`src/rtl/pwm3ph_pkg.sv`:
```
package pwm3ph_pkg;
  localparam int NPH = 3;

  localparam logic [2:0] ADDR_PERIOD = 3'd0;
  localparam logic [2:0] ADDR_DEAD   = 3'd1;
  localparam logic [2:0] ADDR_SYNCW  = 3'd2;
  localparam logic [2:0] ADDR_DUTY0  = 3'd3;
  localparam logic [2:0] ADDR_CHOP   = 3'd6;
  localparam logic [2:0] ADDR_OUTCTL = 3'd7;

  localparam int CHOP_LO_BIT = 9;
  localparam int CHOP_HI_BIT = 8;

  // Bit position in the output-control word for each per-phase field.
  function automatic int xo_pos(int p);
    return 8 - p;
  endfunction
  function automatic int dis_hi_pos(int p);
    return 4 - 2 * p;
  endfunction
  function automatic int dis_lo_pos(int p);
    return 5 - 2 * p;
  endfunction
endpackage

```
`src/rtl/pwm3ph_regs.sv`:
```
module pwm3ph_regs
  import pwm3ph_pkg::*;
#(
  parameter int CNT_W  = 16,
  parameter int DT_W   = 10,
  parameter int CHOP_W = 8
) (
  input  logic                 clk,
  input  logic                 rst_n,
  input  logic                 wr_en,
  input  logic [2:0]           wr_addr,
  input  logic [CNT_W-1:0]     wr_data,
  input  logic                 load,
  output logic [CNT_W-1:0]     prd_act,
  output logic [NPH*CNT_W-1:0] duty_act,
  output logic [DT_W-1:0]      dead_t,
  output logic [DT_W-1:0]      sync_w,
  output logic                 chop_hi_en,
  output logic                 chop_lo_en,
  output logic [CHOP_W-1:0]    chop_per,
  output logic [NPH-1:0]       xo,
  output logic [NPH-1:0]       dis_hi,
  output logic [NPH-1:0]       dis_lo
);
  localparam int CTL_W = 9;
  localparam int CHC_W = 10;

  logic [CNT_W-1:0] prd_buf, prd_q;
  logic [CNT_W-1:0] duty_buf [NPH];
  logic [CNT_W-1:0] duty_q   [NPH];
  logic [DT_W-1:0]  dead_q, syncw_q;
  logic [CHC_W-1:0] chop_q;
  logic [CTL_W-1:0] ctl_q;

  always_ff @(posedge clk or negedge rst_n) begin
    if (!rst_n) begin
      prd_buf <= '0;
      prd_q   <= '0;
      dead_q  <= '0;
      syncw_q <= '0;
      chop_q  <= '0;
      ctl_q   <= '0;
      for (int p = 0; p < NPH; p++) begin
        duty_buf[p] <= '0;
        duty_q[p]   <= '0;
      end
    end else begin
      if (wr_en) begin
        case (wr_addr)
          ADDR_PERIOD: prd_buf <= wr_data;
          ADDR_DEAD:   dead_q  <= wr_data[DT_W-1:0];
          ADDR_SYNCW:  syncw_q <= wr_data[DT_W-1:0];
          ADDR_CHOP:   chop_q  <= wr_data[CHC_W-1:0];
          ADDR_OUTCTL: ctl_q   <= wr_data[CTL_W-1:0];
          default: ;
        endcase
        for (int p = 0; p < NPH; p++)
          if (wr_addr == ADDR_DUTY0 + 3'(p)) duty_buf[p] <= wr_data;
      end
      if (load) begin
        prd_q <= prd_buf;
        for (int p = 0; p < NPH; p++) duty_q[p] <= duty_buf[p];
      end
    end
  end

  always_comb begin
    prd_act    = prd_q;
    dead_t     = dead_q;
    sync_w     = syncw_q;
    chop_hi_en = chop_q[CHOP_HI_BIT];
    chop_lo_en = chop_q[CHOP_LO_BIT];
    chop_per   = chop_q[CHOP_W-1:0];
    for (int p = 0; p < NPH; p++) begin
      duty_act[p*CNT_W +: CNT_W] = duty_q[p];
      xo[p]     = ctl_q[xo_pos(p)];
      dis_hi[p] = ctl_q[dis_hi_pos(p)];
      dis_lo[p] = ctl_q[dis_lo_pos(p)];
    end
  end


  shadow_hold_chk: assert property (@(posedge clk) disable iff (!rst_n)
    !load |=> ($stable(prd_act) && $stable(duty_act)));
endmodule

```
`src/rtl/pwm3ph_timebase.sv`:
```
module pwm3ph_timebase #(
  parameter int CNT_W = 16,
  parameter int DT_W  = 10
) (
  input  logic             clk,
  input  logic             rst_n,
  input  logic [CNT_W-1:0] prd_act,
  input  logic [DT_W-1:0]  sync_w,
  output logic [CNT_W-1:0] cnt,
  output logic             wrap,
  output logic             sync_s1
);
  localparam int PAD_W = CNT_W - DT_W;

  assign wrap = (cnt == prd_act);

  always_ff @(posedge clk or negedge rst_n) begin
    if (!rst_n) begin
      cnt     <= '0;
      sync_s1 <= 1'b0;
    end else begin
      cnt     <= wrap ? '0 : cnt + 1'b1;
      sync_s1 <= (cnt < {{PAD_W{1'b0}}, sync_w});
    end
  end


  wrap_zero_chk: assert property (@(posedge clk) disable iff (!rst_n)
    wrap |=> (cnt == '0));

  cnt_bound_chk: assert property (@(posedge clk) disable iff (!rst_n)
    cnt <= prd_act);
endmodule

```
`src/rtl/pwm3ph_phase.sv`:
```
module pwm3ph_phase #(
  parameter int CNT_W = 16,
  parameter int DT_W  = 10
) (
  input  logic             clk,
  input  logic             rst_n,
  input  logic [CNT_W-1:0] cnt,
  input  logic [CNT_W-1:0] duty,
  input  logic [DT_W-1:0]  dead_t,
  output logic             hi_o,
  output logic             lo_o
);
  logic            raw;
  logic            side_q;
  logic [DT_W-1:0] tmr;

  assign raw = (cnt < duty);

  always_ff @(posedge clk or negedge rst_n) begin
    if (!rst_n) begin
      side_q <= 1'b0;
      tmr    <= '0;
    end else begin
      side_q <= raw;
      if (raw != side_q)   tmr <= dead_t;
      else if (tmr != '0)  tmr <= tmr - 1'b1;
    end
  end

  assign hi_o = side_q  && (tmr == '0);
  assign lo_o = !side_q && (tmr == '0);


  dead_gap_chk: assert property (@(posedge clk) disable iff (!rst_n)
    (!$stable(side_q) && dead_t != '0) |-> (!hi_o && !lo_o));

  duty_off_chk: assert property (@(posedge clk) disable iff (!rst_n)
    (cnt >= duty) |=> !side_q);
endmodule

```
`src/rtl/pwm3ph_chop.sv`:
```
module pwm3ph_chop #(
  parameter int CHOP_W = 8
) (
  input  logic              clk,
  input  logic              rst_n,
  input  logic [CHOP_W-1:0] per,
  output logic              carrier
);
  logic [CHOP_W-1:0] cc;

  always_ff @(posedge clk or negedge rst_n) begin
    if (!rst_n) begin
      cc      <= '0;
      carrier <= 1'b1;
    end else if (cc >= per) begin
      cc      <= '0;
      carrier <= !carrier;
    end else begin
      cc <= cc + 1'b1;
    end
  end


  carrier_hold_chk: assert property (@(posedge clk) disable iff (!rst_n)
    (cc < per) |=> $stable(carrier));
endmodule

```
`src/rtl/pwm3ph_gen.sv`:
```
module pwm3ph_gen
  import pwm3ph_pkg::*;
#(
  parameter int CNT_W  = 16,
  parameter int DT_W   = 10,
  parameter int CHOP_W = 8
) (
  input  logic             clk,
  input  logic             rst_n,
  input  logic             wr_en,
  input  logic [2:0]       wr_addr,
  input  logic [CNT_W-1:0] wr_data,
  output logic [NPH-1:0]   gate_hi,
  output logic [NPH-1:0]   gate_lo,
  output logic             sync_out
);
  logic [CNT_W-1:0]     prd_act, cnt;
  logic [NPH*CNT_W-1:0] duty_act;
  logic [DT_W-1:0]      dead_t, sync_w;
  logic                 chop_hi_en, chop_lo_en, carrier, wrap, sync_s1;
  logic [CHOP_W-1:0]    chop_per;
  logic [NPH-1:0]       xo, dis_hi, dis_lo, hi_dt, lo_dt, hi_c, lo_c;

  pwm3ph_regs #(.CNT_W(CNT_W), .DT_W(DT_W), .CHOP_W(CHOP_W)) regs_i (
    .clk(clk), .rst_n(rst_n), .wr_en(wr_en), .wr_addr(wr_addr),
    .wr_data(wr_data), .load(wrap), .prd_act(prd_act), .duty_act(duty_act),
    .dead_t(dead_t), .sync_w(sync_w), .chop_hi_en(chop_hi_en),
    .chop_lo_en(chop_lo_en), .chop_per(chop_per), .xo(xo),
    .dis_hi(dis_hi), .dis_lo(dis_lo)
  );

  pwm3ph_timebase #(.CNT_W(CNT_W), .DT_W(DT_W)) tb_i (
    .clk(clk), .rst_n(rst_n), .prd_act(prd_act), .sync_w(sync_w),
    .cnt(cnt), .wrap(wrap), .sync_s1(sync_s1)
  );

  pwm3ph_chop #(.CHOP_W(CHOP_W)) chop_i (
    .clk(clk), .rst_n(rst_n), .per(chop_per), .carrier(carrier)
  );

  for (genvar p = 0; p < NPH; p++) begin : g_ph
    logic hi_x, lo_x;

    pwm3ph_phase #(.CNT_W(CNT_W), .DT_W(DT_W)) ph_i (
      .clk(clk), .rst_n(rst_n), .cnt(cnt),
      .duty(duty_act[p*CNT_W +: CNT_W]), .dead_t(dead_t),
      .hi_o(hi_dt[p]), .lo_o(lo_dt[p])
    );

    assign hi_x    = xo[p] ? lo_dt[p] : hi_dt[p];
    assign lo_x    = xo[p] ? hi_dt[p] : lo_dt[p];
    assign hi_c[p] = hi_x && (!chop_hi_en || carrier);
    assign lo_c[p] = lo_x && (!chop_lo_en || carrier);

    always_ff @(posedge clk or negedge rst_n) begin
      if (!rst_n) begin
        gate_hi[p] <= 1'b0;
        gate_lo[p] <= 1'b0;
      end else begin
        gate_hi[p] <= hi_c[p] && !dis_hi[p];
        gate_lo[p] <= lo_c[p] && !dis_lo[p];
      end
    end


    dis_hi_chk: assert property (@(posedge clk) disable iff (!rst_n)
      dis_hi[p] |=> !gate_hi[p]);

    dis_lo_chk: assert property (@(posedge clk) disable iff (!rst_n)
      dis_lo[p] |=> !gate_lo[p]);

    no_overlap_chk: assert property (@(posedge clk) disable iff (!rst_n)
      !(gate_hi[p] && gate_lo[p]));
  end

  always_ff @(posedge clk or negedge rst_n) begin
    if (!rst_n) sync_out <= 1'b0;
    else        sync_out <= sync_s1;
  end
endmodule

```
`config.mk`:
```
export PLATFORM = sky130hd
export DESIGN_NAME = pwm3ph_gen
export DESIGN_NICKNAME = d
export VERILOG_FILES = /design/src/rtl/pwm3ph_pkg.sv /design/src/rtl/pwm3ph_regs.sv /design/src/rtl/pwm3ph_timebase.sv /design/src/rtl/pwm3ph_phase.sv /design/src/rtl/pwm3ph_chop.sv /design/src/rtl/pwm3ph_gen.sv
export SDC_FILE = /design/constraint.sdc
export NUM_CORES = 1
export LEC_CHECK = 0
export BUFFER_PORTS_ARGS = -buffer_cell sky130_fd_sc_hd__buf_2
export CORE_MARGIN = 2
export CORE_UTILIZATION = 57
export DETAILED_ROUTE_END_ITERATION = 7
export GPL_TIMING_DRIVEN = 0
export PLACE_DENSITY = 0.79
export SYNTH_ARGS = -nofsm -noshare
export SYNTH_HDL_FRONTEND = slang
export SYNTH_SLANG_ARGS = --single-unit
```
`constraint.sdc`:
```
create_clock -name clk -period 2.55 [get_ports clk]
set_clock_uncertainty 0.2 [all_clocks]
set_input_delay 0.765 -clock clk [delete_from_list [all_inputs] [get_ports clk]]
set_output_delay 0.765 -clock clk [all_outputs]
set_load 0.02 [all_outputs]
```
# After elaboration in Yosys (flattened, before gate mapping)
# Cells that the tools add are included.
[totals]
ff_bits = 233
in_bits = 22
out_inout_bits = 7
wordCells = 114
[classes]
addsub = 5
order_cmp = 5
n_eq_ne = 11
n_mux = 14
reduce_logical = 50
[ops]
columns = ["cell", "count"]
rows = [
  ["10-bit two-way mux", 6],
  ["16-bit less-than comparator", 3],
  ["10-bit zero test", 3],
  ["10-bit nonzero test", 3],
  ["10-bit by 1-bit subtractor with 10-bit output (second input constant)", 3],
  ["1-bit logical AND", 18],
  ["16-bit by 1-bit adder with 16-bit output (second input constant)", 1],
  ["16-bit == test", 1],
  ["16-bit by 10-bit less-than comparator with 1-bit output", 1],
  ["16-bit two-way mux", 1],
  ["2-bit AND reduction", 8],
  ["3-bit == test (second input constant)", 4],
  ["1-bit zero test", 12],
  ["8-bit by 1-bit adder with 8-bit output (second input constant)", 1],
  ["8-bit >= comparator", 1],
  ["8-bit two-way mux", 1],
  ["3-bit by 2-bit == test with 1-bit output (second input constant)", 2],
  ["1-bit two-way mux", 6],
  ["2-bit nonzero test", 3],
  ["3-bit by 1-bit == test with 1-bit output (second input constant)", 1],
  ["3-bit zero test", 1],
  ["1-bit != test", 3],
  ["1-bit logical OR", 2],
]

# Depth between registers and ports, before layout
[depth]
ltp_word = 5
ltp_mapped = 8
ltp_nobuf = 8

# Modules after synthesis
# From an unflattened synthesis, not the netlist that was laid out.
[hier_totals]
cells_unflattened = 915
hier_area_um2 = 11573.6
[modules_own_cells]
columns = ["mod", "n_inst", "cells_each", "area_per_inst_um2", "seq_area_each_um2"]
rows = [
  ["pwm3ph_regs", 1, 361, 6321.1, 4179.0],
  ["pwm3ph_phase", 3, 113, 1047.3, 275.3],
  ["pwm3ph_timebase", 1, 135, 1229.9, 425.4],
  ["pwm3ph_chop", 1, 59, 593.1, 226.5],
  ["pwm3ph_gen", 1, 21, 287.8, 175.2],
]

# Worst setup path before layout
# OpenSTA, ideal clock, no wires.
[synth_path]
path_kind = "flip-flop to flip-flop"
startpoint = "reg tb_i.cnt[2]"
endpoint = "reg g_ph[0].ph_i.tmr[0]"
setup_time_ns = 0.125
t_arrival_ns = 2.256
required_ns = 2.225
path_slack_ns = -0.030
stages_incl_launch_ff = 8
path_buffers = 0
period_less_slack_ns = 2.580
path_cell_list = "dfrtp_1 ha_1 a211o_1 a31oi_1 o41ai_2 a211oi_4 xnor2_4 mux2_2"
[synth_between]
elab_chain_cells = 3
word_cells_on_any_way = 4
cone_classes = "order compare (1); eq/ne (1); mux (1); reduce/logical (1)"
[synth_rtl]
columns = ["item", "line_no", "source"]
rows = [
  ["start, declared", "pwm3ph_timebase.sv:9", "output logic [CNT_W-1:0] cnt,"],
  ["start signal, assigned", "pwm3ph_timebase.sv:22", "cnt <= wrap ? '0 : cnt + 1'b1;"],
  ["16-bit less-than comparator (*)", "pwm3ph_phase.sv:17", "assign raw = (cnt < duty);"],
  ["net g_ph[0].ph_i.raw", "pwm3ph_phase.sv:13", "logic raw;"],
  ["1-bit != test (*)", "pwm3ph_phase.sv:25", "if (raw != side_q) tmr <= dead_t;"],
  ["10-bit two-way mux or 2-bit nonzero test (tied branches)", "n/a", ""],
  ["end signal, assigned", "pwm3ph_phase.sv:25", ""],
  ["end signal, assigned", "pwm3ph_phase.sv:26", "else if (tmr != '0) tmr <= tmr - 1'b1;"],
  ["end, declared", "pwm3ph_phase.sv:15", "logic [DT_W-1:0] tmr;"],
]
# Mark *: on every way through the listed nets, which the timed path passes. The rest lies on a longest branch.
# A chain may end at the register's enable or synchronous reset.

# Final worst setup path
[layout_path]
startpoint = "reg tb_i.cnt[7]"
endpoint = "reg g_ph[0].ph_i.tmr[2]"
# Same word-level chain as after synthesis.

==> key figures <==
Logic synthesis
  • Post-synth EDFFs: 0
  • Syn_nets: 1,059
  • Netlist cell types: 55
  • XOR/XNOR share of the synthesized area: 4.47%
  • Syn. warnings: 0
  • #FFs+latches synth: 233
  • Ys flop type: dfrtp_1
  • Syn Inst Count: 967
  • Seq/Total Area, Yosys: 52.1%
  • Post-synthesis compound-gate area fraction: 6.98%
  • Post-synthesis share of cell area spent on full adders, half adders and majority gates: 7.82%
  • Cell Area, Synth: 11,200 um^2
  • Synth Area per Inst: 11.6 um^2
  • Synth Area in Simple Gates: 10.3%
  • Post-synthesis mux area share: 14.9%
  • Largest family of logic cells by synthesized area: multiplexers
  • FFs w/ async S/R, synth: 100%

Layout
  • Syn-to-layout area delta: 20.1%
  • Final Util: 69.3%
  • Design Area, Final: 13,500 um^2
  • Fin cells: 1,345
  • Diode count: 0
  • Layout cells sized above 1: 31.0%
  • Nets: 1,157

Drt
  • Via Count: 7,878
  • Vias per cell: 5.86
  • DR WL/cell: 20.2 um
  • First DRT Iteration DRCs: 598
  • First-pass detailed-route iteration total: 5
  • WL final: 27,200 um
  • DRC: 0
  • Antenna-violating nets left: 0

Worst setup path
  • CP arrival: 2.93 ns
  • Critical path's largest stage delay: 0.45 ns
  • Crit-path leading delay family: compound AO/OA/AOI/OAI gates
  • CP max stage cell: dfrtp_2
  • CP Launch Type: register
  • Buf/Inv on CP: 3
  • Max Fanout on Critical Path: 5
  • Cell Chain, Critical Path: buf_12, ha_4, a21oi_1, o21a_1, o41ai_4, a211oi_4, buf_6, xnor2_4, clkbuf_16, mux2_4
  • Worst path required time: 2.75 ns
  • WS Path Type: reg2reg
  • Crit. End Element: register

Clocking
  • CTS Buf Count: 25
  • CTS tree: done
  • CTS sink count: 233
  • Longest Clk Path Bufs: 3
  • Skew-Pair Late Insertion Delay: 0.52 ns
  • Clock Tree Root: clkbuf_16
  • # H-tree levels: 1
  • Clk slew on worst S/H paths: 0.06 ns

Floorplan
  • Horiz. Die Dim: 144 um
  • Die Height: 144 um
  • Die footprint: 20,800 um^2
  • FP Rows: 51
  • Ports: 29
  • Core Region: 19,400 um^2
  • Starting density of the core: 57.7%

Placement
  • GPL Wtd Cong: 0.822
  • Post-Place Cells: 1,259
  • Port bufs: 25
  • Placed cell area: 11,700 um^2
  • Hpwl dp: 15,900 um

Global route
  • Vias in the first global route: 7,919
  • Initial antenna violation count: 0
  • Total gr overflow: 0
  • Gr usage total: 26.2%
  • First-pass GRT wire length: 41,800 um
  • Largest net degree at the start of global routing: 123

STA
  • Slew headroom: 26.9%
  • RSZ-0062 raised after global routing: true
  • Setup slack after layout: -0.187 ns
  • Final hold violation count: 0
  • F_max: 365 MHz
  • Final Cycle Share: 107%
  • Fin. max-slew vios: 0
  • Period minus WS final: 2.74 ns
  • Final setup fails: 32
  • Hold_ws: 0.157 ns
  • Worst-margin pin slew: 1.09 ns

Pwr
  • Peak supply drop: 0.641 mV
  • Power Dens Cells: 1210 nW/um^2
  • Leakage power: 6.08 nW
  • Total power: 0.0162 W

Outcome
  • Failing checks: negative setup slack
  • Run status: finished with violations

Hold path
  • Worst Hold Class: reg2reg

Job
  • Max cap viols: 0
## flip-flops by register name (all words and copies together), names as in the netlist
name	flops
regs_i.chop_q	10
regs_i.duty_act	48
regs_i.ctl_q	9
tb_i.cnt	16
g_ph.ph_i.tmr	30
regs_i.duty_buf	48
regs_i.sync_w	10
regs_i.prd_act	16
gate_lo	3
g_ph.ph_i.side_q	3
chop_i.cc	8
sync_out	1
chop_i.carrier	1
gate_hi	3
tb_i.sync_s1	1
regs_i.prd_buf	16
regs_i.dead_t	10
## power breakdown
group / switching [W] / leakage, nW / internal, W
combinational: 0.00317 / 2.81 / 0.00377
clock: 0.00143 / 0.392 / 0.00211
sequential: 0.000872 / 2.88 / 0.00489
total: 0.00547 / 6.08 / 0.0108
## kinds of logic (layout without fill, tap and decap cells)
kind of cell    count (synthesis)  count (layout)
compound gates                133             133
buf+inv                        98             211
fa+ha+maj                      70              70
simple gates                  233             233
xor+xnor                       52              52
mux                           148             148
flops                         233             233
## worst paths after layout
check	depth (start not counted)	slack, ns	from	endpoint
worst max-delay path	10	-0.19	tb_i.cnt[7]	g_ph[0].ph_i.tmr[2]
worst min-delay path	0	0.16	tb_i.sync_s1	sync_out
worst max register to register	10	-0.19	tb_i.cnt[7]	g_ph[0].ph_i.tmr[2]
worst min register to register	0	0.16	tb_i.sync_s1	sync_out
max in group asynchronous	4	0.43	rst_n	tb_i.cnt[15]
min in group asynchronous	2	0.48	rst_n	chop_i.cc[7]
## cells in the mapped netlist (2+ instances only)
master | number | area, um^2
xor2_1 | 16 | 140
ha_1 | 70 | 876
nand2_1 | 85 | 319
or3_1 | 9 | 56.3
clkbuf_1 | 12 | 45.0
xnor2_4 | 2 | 55.1
dfrtp_1 | 232 | 5810
a21oi_1 | 29 | 145
a21o_1 | 6 | 45.0
and3_1 | 5 | 31.3
and4_1 | 2 | 17.5
o21a_1 | 3 | 22.5
nor2_1 | 53 | 199
inv_1 | 73 | 274
o31ai_1 | 4 | 30.0
a31oi_1 | 2 | 12.5
nor4b_1 | 3 | 26.3
nor3_1 | 13 | 65.1
nand2b_1 | 7 | 43.8
a211oi_1 | 4 | 30.0
nand3_1 | 17 | 85.1
nor2b_1 | 6 | 37.5
nor4_1 | 5 | 31.3
nand4b_1 | 3 | 26.3
mux2i_1 | 2 | 20.0
buf_2 | 11 | 55.1
xnor2_1 | 33 | 289
o21ai_0 | 75 | 375
nand4_1 | 12 | 75.1
nor3b_1 | 3 | 22.5
mux2_2 | 145 | 1630
or4_1 | 2 | 15.0
## metal layers
| metal | global-route usage [%] | routed length (um) | vias to the layer above |
|---|---|---|---|
| met5 | 0 | 0 | - |
| met3 | 3.91 | 1500 | 78 |
| li1 | - | - | 3540 |
| met2 | 46.0 | 13700 | 256 |
| met1 | 33.1 | 10900 | 4004 |
| met4 | 9.86 | 1070 | 0 |
## stage by stage
| stage | TNS [ns] | setup slack [ns] |
|---|---|---|
| after CTS | -1.94 | -0.124 |
| after floorplan | 0 | 0.00139 |
| after detailed placement | -20.81 | -0.445 |
| final | -2.59 | -0.187 |
| after global placement | -817.78 | -3.45 |
| after global routing | -5.78 | -0.207 |
## placed cells by master, fill, tap and decap left out, drive strengths merged, types with 12 or more instances in the layout
master    n
dfrtp   232
xnor2    36
clkbuf   49
ha       70
nor3     14
nor2     53
buf      81
inv      74
a21oi    29
o21ai    76
xor2     16
mux2    146
nand2    85
nand4    12
nand3    17
## cell type report
type	count	area, um^2
Buffer	25	119
Multi-Input combinational cell	636	5440
Inverter	73	274
Sequential cell	233	5850
Clock buffer	35	703
Clock inverter	7	88.8
Tap cell	265	332
Fill cell	1319	5950
Timing Repair Buffer	71	647
## repair_timing
| action | 4_1_cts | 5_1_grt |
|---|---|---|
| gates cloned | 1 | 1 |
| hold buffers | 1 | 0 |
| setup buffers | 27 | 16 |
| setup endpoints to repair | 60 | 96 |
| resized for setup | 53 | 55 |
| endpoints found under the hold margin | 26 | 0 |
| pin swaps | 9 | 23 |
No activity file was read; power rests on OpenSTA's default activity.
